$ cat src/rtl/acg_pkg.sv
package acg_pkg;
  typedef enum logic [1:0] {
    MON_NOREF   = 2'd0,
    MON_LOCKING = 2'd1,
    MON_LOCKED  = 2'd2
  } mon_state_e;
endpackage

$ cat src/rtl/acg_divider.sv
module acg_divider #(
  parameter int RATIO_LOG2 = 8,
  parameter int BCLK_LOG2  = 2
) (
  input  logic                  clk,
  input  logic                  rst_n,
  output logic [RATIO_LOG2-1:0] phase,
  output logic                  bclk,
  output logic                  fclk
);
  // Free-running count; also the phase reference for slave monitoring.
  always_ff @(posedge clk or negedge rst_n) begin
    if (!rst_n) phase <= '0;
    else        phase <= phase + 1'b1;
  end

  // The bit clock falls as the count wraps to 0, where the frame clock rises.
  assign bclk = phase[BCLK_LOG2-1];
  assign fclk = ~phase[RATIO_LOG2-1];
endmodule

$ cat src/rtl/acg_edge_stamp.sv
module acg_edge_stamp #(
  parameter int W = 8
) (
  input  logic         clk,
  input  logic         rst_n,
  input  logic         en,
  input  logic         fclk_in,
  input  logic [W-1:0] phase,
  output logic         rise,
  output logic [W-1:0] stamp
);
  logic f_q1, f_q2;

  always_ff @(posedge clk or negedge rst_n) begin
    if (!rst_n) begin
      f_q1 <= 1'b0;
      f_q2 <= 1'b0;
    end else if (!en) begin
      f_q1 <= 1'b0;
      f_q2 <= 1'b0;
    end else begin
      f_q1 <= fclk_in;
      f_q2 <= f_q1;
    end
  end

  assign rise  = f_q1 & ~f_q2;
  assign stamp = phase;
endmodule

$ cat src/rtl/acg_watchdog.sv
module acg_watchdog #(
  parameter int TIMEOUT = 512
) (
  input  logic clk,
  input  logic rst_n,
  input  logic en,
  input  logic rise,
  output logic lost,
  output logic expire
);
  localparam int WD_W = $clog2(TIMEOUT);
  localparam logic [WD_W-1:0] WD_LAST = WD_W'(TIMEOUT - 1);

  logic [WD_W-1:0] wd;

  assign expire = en & ~lost & ~rise & (wd == WD_LAST);

  always_ff @(posedge clk or negedge rst_n) begin
    if (!rst_n) begin
      wd   <= '0;
      lost <= 1'b0;
    end else if (!en || rise) begin
      wd   <= '0;
      lost <= 1'b0;
    end else if (expire) begin
      lost <= 1'b1;
    end else if (!lost) begin
      wd <= wd + 1'b1;
    end
  end
endmodule

$ cat src/rtl/acg_phase_check.sv
module acg_phase_check
  import acg_pkg::*;
#(
  parameter int W           = 8,
  parameter int TOL         = 10,
  parameter int LOCK_FRAMES = 2
) (
  input  logic         clk,
  input  logic         rst_n,
  input  logic         en,
  input  logic         rise,
  input  logic [W-1:0] stamp,
  input  logic         expire,
  output logic         err,
  output logic         resync
);
  localparam int GW = $clog2(LOCK_FRAMES + 1);
  localparam logic [GW-1:0] GOOD_LAST = GW'(LOCK_FRAMES - 1);

  mon_state_e     state;
  logic [W-1:0]   ref_stamp;
  logic [GW-1:0]  good;
  logic [W-1:0]   diff;
  logic [W:0]     delta;
  logic [W:0]     mag;
  logic           slip;

  // Signed modulo-2^W distance between consecutive stamps.
  always_comb begin
    diff  = stamp - ref_stamp;
    delta = {diff[W-1], diff};
    mag   = delta[W] ? (~delta + 1'b1) : delta;
    slip  = (mag > (W+1)'(TOL));
  end

  always_ff @(posedge clk or negedge rst_n) begin
    if (!rst_n) begin
      state     <= MON_NOREF;
      ref_stamp <= '0;
      good      <= '0;
      resync    <= 1'b0;
    end else if (!en) begin
      state     <= MON_NOREF;
      ref_stamp <= '0;
      good      <= '0;
      resync    <= 1'b0;
    end else begin
      resync <= 1'b0;
      if (expire) begin
        state  <= MON_NOREF;
        good   <= '0;
        resync <= 1'b1;
      end else if (rise) begin
        ref_stamp <= stamp;
        unique case (state)
          MON_NOREF: begin
            state <= MON_LOCKING;
            good  <= '0;
          end
          MON_LOCKING: begin
            if (slip) begin
              good   <= '0;
              resync <= 1'b1;
            end else if (good == GOOD_LAST) begin
              good  <= '0;
              state <= MON_LOCKED;
            end else begin
              good <= good + 1'b1;
            end
          end
          MON_LOCKED: begin
            if (slip) begin
              state  <= MON_LOCKING;
              good   <= '0;
              resync <= 1'b1;
            end
          end
          default: state <= MON_NOREF;
        endcase
      end
    end
  end

  assign err = en & (state != MON_LOCKED);
endmodule

$ cat src/rtl/audio_clk_gen.sv
module audio_clk_gen #(
  parameter int RATIO_LOG2  = 8,
  parameter int BCLK_LOG2   = 2,
  parameter int PHASE_TOL   = 10,
  parameter int TIMEOUT     = 512,
  parameter int LOCK_FRAMES = 2
) (
  input  logic clk,
  input  logic rst_n,
  input  logic master_sel,
  input  logic fclk_in,
  output logic mclk_out,
  output logic bclk_out,
  output logic fclk_out,
  output logic err,
  output logic clk_lost,
  output logic resync_req
);
  logic [RATIO_LOG2-1:0] phase;
  logic [RATIO_LOG2-1:0] stamp;
  logic                  div_bclk, div_fclk;
  logic                  mon_en, rise, expire;

  assign mon_en = ~master_sel;

  acg_divider #(.RATIO_LOG2(RATIO_LOG2), .BCLK_LOG2(BCLK_LOG2)) u_div (
    .clk(clk), .rst_n(rst_n), .phase(phase), .bclk(div_bclk), .fclk(div_fclk)
  );

  acg_edge_stamp #(.W(RATIO_LOG2)) u_stamp (
    .clk(clk), .rst_n(rst_n), .en(mon_en), .fclk_in(fclk_in),
    .phase(phase), .rise(rise), .stamp(stamp)
  );

  acg_watchdog #(.TIMEOUT(TIMEOUT)) u_wd (
    .clk(clk), .rst_n(rst_n), .en(mon_en), .rise(rise),
    .lost(clk_lost), .expire(expire)
  );

  acg_phase_check #(.W(RATIO_LOG2), .TOL(PHASE_TOL), .LOCK_FRAMES(LOCK_FRAMES)) u_chk (
    .clk(clk), .rst_n(rst_n), .en(mon_en), .rise(rise), .stamp(stamp),
    .expire(expire), .err(err), .resync(resync_req)
  );

  assign mclk_out = clk & master_sel;
  assign bclk_out = div_bclk & master_sel;
  assign fclk_out = div_fclk & master_sel;
endmodule

$ cat config.mk
export PLATFORM = sky130hd
export DESIGN_NAME = audio_clk_gen
export DESIGN_NICKNAME = d
export VERILOG_FILES = /design/src/rtl/acg_pkg.sv /design/src/rtl/acg_divider.sv /design/src/rtl/acg_edge_stamp.sv /design/src/rtl/acg_watchdog.sv /design/src/rtl/acg_phase_check.sv /design/src/rtl/audio_clk_gen.sv
export SDC_FILE = /design/constraint.sdc
export NUM_CORES = 1
export LEC_CHECK = 0
export CAP_MARGIN = 0
export CORE_MARGIN = 2
export CORE_UTILIZATION = 35
export DETAILED_ROUTE_END_ITERATION = 7
export GPL_ROUTABILITY_DRIVEN = 0
export PLACE_DENSITY = 0.52
export SYNTH_ARGS = -nofsm -noshare
export SYNTH_HDL_FRONTEND = slang
export SYNTH_HIERARCHICAL = 1
export SYNTH_SLANG_ARGS = --single-unit
$ cat constraint.sdc
create_clock -name clk -period 7.9 [get_ports clk]
set_clock_uncertainty 0.1 [all_clocks]
set_input_delay 1.185 -clock clk [delete_from_list [all_inputs] [get_ports clk]]
set_output_delay 1.185 -clock clk [all_outputs]
set_load 0.01 [all_outputs]
Yosys cells after proc, flatten, opt, wreduce, memory -nomap -nowiden:

Cells that the tools add are included.

* output and inout bits: 6
* register bits: 33
* word-level logic and storage cells: 81

* multiplexer cells: 30
* reductions and logical operators: 11
* $add $sub $neg: 5
* magnitude comparators: 1
* bitwise operators: 14
* equality and inequality tests: 11

Operators with widths (count)
* 9-bit two-way mux: 4
* 2-bit two-way mux: 12
* 8-bit two-way mux: 3
* 9-bit by 1-bit adder with 9-bit output (second input constant): 2
* 2-bit one-hot mux with 3 select lines: 2
* 9-bit == test (second input constant): 1
* 9-bit by 4-bit > comparator with 1-bit output (second input constant): 1
* 1-bit two-way mux: 9
* 9-bit inverter: 1
* 8-bit by 1-bit adder with 8-bit output (second input constant): 1
* 1-bit AND: 8
* 4-bit by 3-bit inequality test with 1-bit output (second input constant): 2
* 8-bit subtractor: 1
* 2-bit inequality test (second input constant): 3
* 1-bit inverter: 5
* 5-bit nonzero test: 1
* 2-bit by 1-bit == test with 1-bit output (second input constant): 2
* 4-bit inequality test (second input constant): 1
* 2-bit AND reduction: 2
* 4-bit AND reduction: 1
* 2-bit nonzero test: 2
* 3-bit AND reduction: 1
* 3-bit nonzero test: 1
* 2-bit by 1-bit adder with 2-bit output (second input constant): 1
* 5 further kinds: 5

Depth between registers and ports, before layout:

Gate-level depths: netlist (run 1).

* depth in word-level cells: 10
* mapped depth: 14
* gate-level depth less buffers: 13

Hierarchy:

Netlist (run 1), hierarchy kept.

Modules (own cells, without submodules)
* acg_phase_check: times used 1, cells an instance 157, sequential area each 325.3 um^2, area an instance 1338.8 um^2
* acg_watchdog: times used 1, cells an instance 53, sequential area each 250.2 um^2, area an instance 510.5 um^2
* acg_divider: times used 1, cells an instance 26, sequential area each 200.2 um^2, area an instance 327.8 um^2
* acg_edge_stamp: times used 1, cells an instance 13, sequential area each 50.0 um^2, area an instance 136.4 um^2
* audio_clk_gen: times used 1, cells an instance 4, sequential area each 0.0 um^2, area an instance 22.5 um^2

==> impl_metrics.toml, run 1 <==
[status]
outcome = "finished clean"

[worst_setup_path]
cp-endpoint = "mclk_out"
r2r-end = "u_chk/state[0]"
path_max_fanout = 2
critical_path_required_ns = 6.61
cp-end-kind = "output port"
timing.rr.start = "u_div/phase[0]"
rr_worst_depth = 11
cp-start-kind = "clock port"
critPathKind = "clk -> out"
reg2reg_slack_ns = 4.68
cp_data_arrival_time_ns = 4.78
crit_path_start = "clk"

[grt]
grtUsageTotal = 0.130
antenna_found_initial = 0
grt_pass1_wl_mm = 7.59
grt_max_degree = 34
grt_pass1_vias = 1658
grt_overflow = 0

[power_and_ir_drop]
p_sw_w = 0.000102
share_comb_of_total_power = 0.132
clkPwrFrac = 0.424
power_w = 0.000395
sw_frac_of_total = 0.258
internal_power_w = 0.000293
p_seq_frac = 0.444
power-per-cell-area_nw_per_um2 = 154
ir_drop_mv = 0.132
power.leakage_nw = 1.03

[drt]
viasPerCell = 4.96
num_vias = 1670
drtIter0Drc = 52
ant_nets = 0
first_pass_iters = 4
wl_per_cell_um = 12.6
remaining_drc_errors = 0
top_layer = "met4"
wl_met2_mm = 1.90
met1_length_mm = 2.21
met3_length_um = 78
drt_wl_total_mm = 4.24

[clock_network]
ctsResizeCount = 0
clk_pin_slew_ns = 0.07
cts_setup_buffers = 0
tritoncts = "done"
clock_latency_ns = 0.38
ctsHoldBuffers = 0

[floorplan]
die_h_um = 85.7
fp-row-count = 29
start_util = 0.366
core-area_um2 = 6390
die_w_um = 85.7
io_pins = 10
die_area_um2 = 7340

[logic_synthesis]
synth.most_common_cell = "dfrtp_1"
synth_edf_count = 0
synth_top_cell_by_area = "dfrtp_1"
synth_common_cells = "dfrtp_1, nand2_1, inv_1, a21oi_1, ha_1"
synth.distinct_cells = 54
yosysTopAreaCellShare = 0.354
ys_seq_area_frac = 0.354
synth_warnings = 6
syn_area_um2 = 2340
async_reset_ff_frac = 1.00
synth.avg_cell_area_um2 = 9.23
synth_area_leaders = "dfrtp_1, ha_1, nand2_1"
synth_ff_type = "dfrtp_1"
syn_nets = 273
synthCells = 253
ys_ff_latch = 33

[final_layout]
layout.nets = 279
area_growth_pct = 9.59
regArea_um2 = 826
multiInputGateArea_um2 = 1350
drive_gt1_frac = 0.100
antenna_cells = 0
final_area_um2 = 2560
fill_cells = 658
final_cells = 337

[job]
maxCapViolations = 0

[placed_design]
numPortBuffers = 9
place_inst = 326
placedInstanceArea_um2 = 2440
hpwl_mm = 3.20

[timing]
final_max_slew_viol_count = 0
slew_headroom = 0.520
finalHoldViolations = 0
setup_viol = 0
rsz0062_at_grt = "false"
worst_pin_slew_ns = 0.715
final.setup.tns_ns = 0

[worst_hold_path]
hold_class = "reg -> reg"
registers in the layout, summed over array words and instances, names as in the netlist:
name / flops
u_wd/wd: 9
u_chk/ref_stamp: 8
u_div/phase: 8
u_chk/good: 2
u_chk/state: 2
u_chk/resync: 1
u_stamp/f_q1: 1
u_stamp/f_q2: 1
u_wd/lost: 1
layout by cell type, fill, tap and decap left out, types with 3 or more instances in the layout:
cell type | Yosys | final
xor2_1 | 6 | 6
o21ai_0 | 7 | 7
o211ai_1 | 4 | 4
nor2b_1 | 3 | 3
dfrtp_1 | 33 | 33
clkdlybuf4s50_1 | 0 | 9
xnor2_1 | 9 | 9
a21oi_1 | 15 | 15
clkbuf_8 | 0 | 8
nor3b_1 | 4 | 4
nand2_1 | 31 | 31
a21boi_0 | 9 | 9
o31ai_1 | 4 | 4
inv_1 | 19 | 19
and2_1 | 8 | 8
nand3_1 | 8 | 8
nand2b_1 | 6 | 6
nor2_1 | 12 | 12
or4_1 | 4 | 4
ha_1 | 15 | 15
a211oi_1 | 4 | 4
final cells by class:
| class | count | share of cell area |
|---|---|---|
| Inverter | 19 | 0.0279 |
| Timing Repair Buffer | 9 | 0.0342 |
| Multi-Input combinational cell | 187 | 0.525 |
| Tap cell | 77 | 0.0376 |
| Clock buffer | 10 | 0.0484 |
| Clock inverter | 2 | 0.00391 |
| Sequential cell | 33 | 0.323 |
cells by family (layout without fill, tap and decap cells):
| family | after synthesis | count (layout) | synth area share |
|---|---|---|---|
| compound gates | 58 | 58 | 0.183 |
| xor+xnor | 16 | 16 | 0.0632 |
| fa+ha+maj | 16 | 16 | 0.0889 |
| buf+inv | 33 | 40 | 0.0707 |
| flops | 33 | 33 | 0.354 |
| mux | 1 | 1 | 0.00964 |
| simple gates | 96 | 96 | 0.231 |
power by group through the flow:
stage	Sequential, W	Combinational, W	Clock [W]
after global placement	0.000178	0.0000525	0.00000863
after global routing	0.000176	0.0000592	0.000184
final	0.000175	0.0000521	0.000167
after floorplan	0.000178	0.0000384	0.00000359
after CTS	0.000175	0.0000529	0.000173
after detailed placement	0.000179	0.0000525	0.00000863
layer usage:
layer / vias to the layer above / GRT usage
met1: 764 / 0.179
met4: 0 / 0.0476
li1: 887 / -
met5: - / 0
met2: 14 / 0.194
met3: 5 / 0.0356
worst min path at each step:
| stage | to | start | cells after the start | slack, ns |
|---|---|---|---|---|
| after floorplan | u_stamp/f_q2 | u_stamp/f_q1 | 1 | 0.36 |
| after global placement | u_stamp/f_q2 | u_stamp/f_q1 | 1 | 0.39 |
| after detailed placement | u_stamp/f_q2 | u_stamp/f_q1 | 1 | 0.39 |
| after CTS | u_stamp/f_q2 | u_stamp/f_q1 | 1 | 0.40 |
| after global routing | u_stamp/f_q2 | u_stamp/f_q1 | 1 | 0.43 |
| final | u_stamp/f_q2 | u_stamp/f_q1 | 1 | 0.40 |
per-stage QoR:
step	worst slack (ns)	utilization	hold slack, ns
final	1.84	0.401	0.399
after global routing	1.82	0.401	0.426
after CTS	1.83	0.401	0.404
after detailed placement	2.08	0.381	0.386
after global placement	2.08	0.381	0.392
after floorplan	2.50	-	0.359
critical path, cell delays in order:
cell	delay, ns
clkbuf_8	0.11
clkbuf_8	0.11
and2_1	0.14
clkdlybuf4s50_1	0.47
(Power assumes the default switching activity.)
==> run 2, diff against run 1 <==
--- a/config.mk
+++ b/config.mk
@@ -10,7 +10,7 @@
 export CORE_UTILIZATION = 35
 export DETAILED_ROUTE_END_ITERATION = 7
 export GPL_ROUTABILITY_DRIVEN = 0
-export PLACE_DENSITY = 0.52
+export PLACE_DENSITY = 0.54
 export SYNTH_ARGS = -nofsm -noshare
 export SYNTH_HDL_FRONTEND = slang
 export SYNTH_HIERARCHICAL = 1
==> constraint.sdc (replaced) <==
create_clock -name clk -period 5.2 [get_ports clk]
set_clock_uncertainty 0.1 [all_clocks]
set_input_delay 0.78 -clock clk [delete_from_list [all_inputs] [get_ports clk]]
set_output_delay 0.78 -clock clk [all_outputs]
set_load 0.01 [all_outputs]
==> run 2 against run 1 <==
Net effect:
- via count up 3.7%
- final area up 1.3%
- sequential share of layout area shrank 0.42 points
- critical path type unchanged
- highest routed layer unchanged
==> impl_metrics.toml, run 2 (synthesis gave the netlist of run 1 again) <==
[worst_setup_path]
cp-end-kind = "output port"
crit_path_start = "clk"
rr_worst_depth = 11
crit_family = "buffers and inverters"
critPathKind = "clk -> out"
path_cells = "clkbuf_8 -> clkbuf_8 -> and2_1 -> clkdlybuf4s50_1"
critical_path_depth = 4
timing.rr.start = "u_div/phase[0]"
crit_top_cell = "clkbuf_8"
slowest_delay_ns = 0.47
critical_path_required_ns = 4.32
r2r-end = "u_chk/state[0]"
reg2reg_slack_ns = 1.96
critPathSlowestCell = "clkdlybuf4s50_1"
path_max_fanout = 2
cp_data_arrival_time_ns = 3.43
crit_buf_inv = 3
cp-start-kind = "clock port"
cp-endpoint = "mclk_out"

[clock_network]
ctsResizeCount = 0
ctsHoldBuffers = 0
cts_setup_buffers = 0
tritoncts = "done"
clk_pin_slew_ns = 0.07
clock_latency_ns = 0.39

[grt]
grt_overflow = 0
grt_pass1_vias = 1776
grt_use_met2 = 0.220
use_met3 = 0.0356
grtUsageTotal = 0.142
use_met1 = 0.187
grt_pass1_wl_mm = 8.22
busiest_layer = "met2"
antenna_found_initial = 0
grt_max_degree = 34

[timing]
worst_pin_slew_ns = 0.709
setup_ws_ns = 0.887
finalHoldViolations = 0
setup_viol = 0
final.setup.tns_ns = 0
final_max_slew_viol_count = 0
slew_headroom = 0.524
rsz0062_at_grt = "false"

[final_layout]
antenna_cells = 0
top_regs = "u_wd/wd x9, u_chk/ref_stamp x8, u_div/phase x8"
layout_commonest_cell = "dfrtp_1"
fill_cells = 624
regMostFlops = "u_wd/wd"
final_cell_mix = "dfrtp_1, nand2_1, inv_1"
final_cells = 337
largest_register_ffs = 9
drive_gt1_frac = 0.100
layout.nets = 279
area_growth_pct = 11.0

[placed_design]
pre_cts_slack_ns = 1.13
place_inst = 326
hpwl_mm = 3.22
numPortBuffers = 9

[floorplan]
die_h_um = 85.7
die_area_um2 = 7340
io_pins = 10
start_util = 0.366
die_w_um = 85.7
fp-row-count = 29
core-area_um2 = 6390

[power_and_ir_drop]
ir_drop_mv = 0.187
power.leakage_nw = 1.04
power_w = 0.000666
power-per-cell-area_nw_per_um2 = 257

[worst_hold_path]
hold_class = "reg -> reg"

[drt]
wl_per_cell_um = 13.2
drtIter0Drc = 35
drt_wl_total_mm = 4.44
viasPerCell = 5.14
num_vias = 1731
ant_nets = 0
first_pass_iters = 4
remaining_drc_errors = 0

[job]
maxCapViolations = 0

[status]
outcome = "finished clean"
-- run 2: cell count changes in the layout (fill, tap and decap cells not counted) --
cell / previous run / this run
clkbuf_8: 8 / 9
clkinv_2: 2 / 0
bufinv_16: 0 / 1
-- run 2: per-stage QoR --
stage / util / hold slack, ns / instance area (um2)
2_1_floorplan: - / 0.359 / 2340
3_3_place_gp: 0.381 / 0.381 / 2440
3_5_place_dp: 0.381 / 0.382 / 2440
4_1_cts: 0.406 / 0.404 / 2590
5_1_grt: 0.406 / 0.427 / 2590
6_report: 0.406 / 0.400 / 2590
-- run 2: where the power goes --
group          internal (W)  total (W)  leakage [nW]  switching (W)
clock network      0.000214   0.000321        0.0863       0.000107
registers          0.000262   0.000267         0.440     0.00000454
logic             0.0000329  0.0000793         0.515      0.0000464
total              0.000509   0.000666          1.04       0.000158
-- run 2: how the worst min path moves through the flow --
stage,to,start,slack [ns],depth (start not counted)
after detailed placement,u_stamp/f_q2,u_stamp/f_q1,0.38,1
after floorplan,u_stamp/f_q2,u_stamp/f_q1,0.36,1
after global routing,u_stamp/f_q2,u_stamp/f_q1,0.43,1
after global placement,u_stamp/f_q2,u_stamp/f_q1,0.38,1
after CTS,u_stamp/f_q2,u_stamp/f_q1,0.40,1
final,u_stamp/f_q2,u_stamp/f_q1,0.40,1
-- run 2: final cells by class --
cell class                 instances  area [um2]  share of cell area
clock buffer                      11         138              0.0531
clock inverter                     1        30.0              0.0116
inverter                          19        71.3              0.0275
multi-input combinational        187        1350               0.519
sequential                        33         826               0.318
tap                               77        96.3              0.0371
timing repair buffer               9        87.6              0.0338
-- run 2: metal layers --
| metal | part of all wire | vias up |
|---|---|---|
| met1 | 0.51 | 816 |
| met4 | 0.017 | 0 |
| met3 | 0.021 | 7 |
| met2 | 0.45 | 17 |
| li1 | - | 891 |
| met5 | 0 | - |
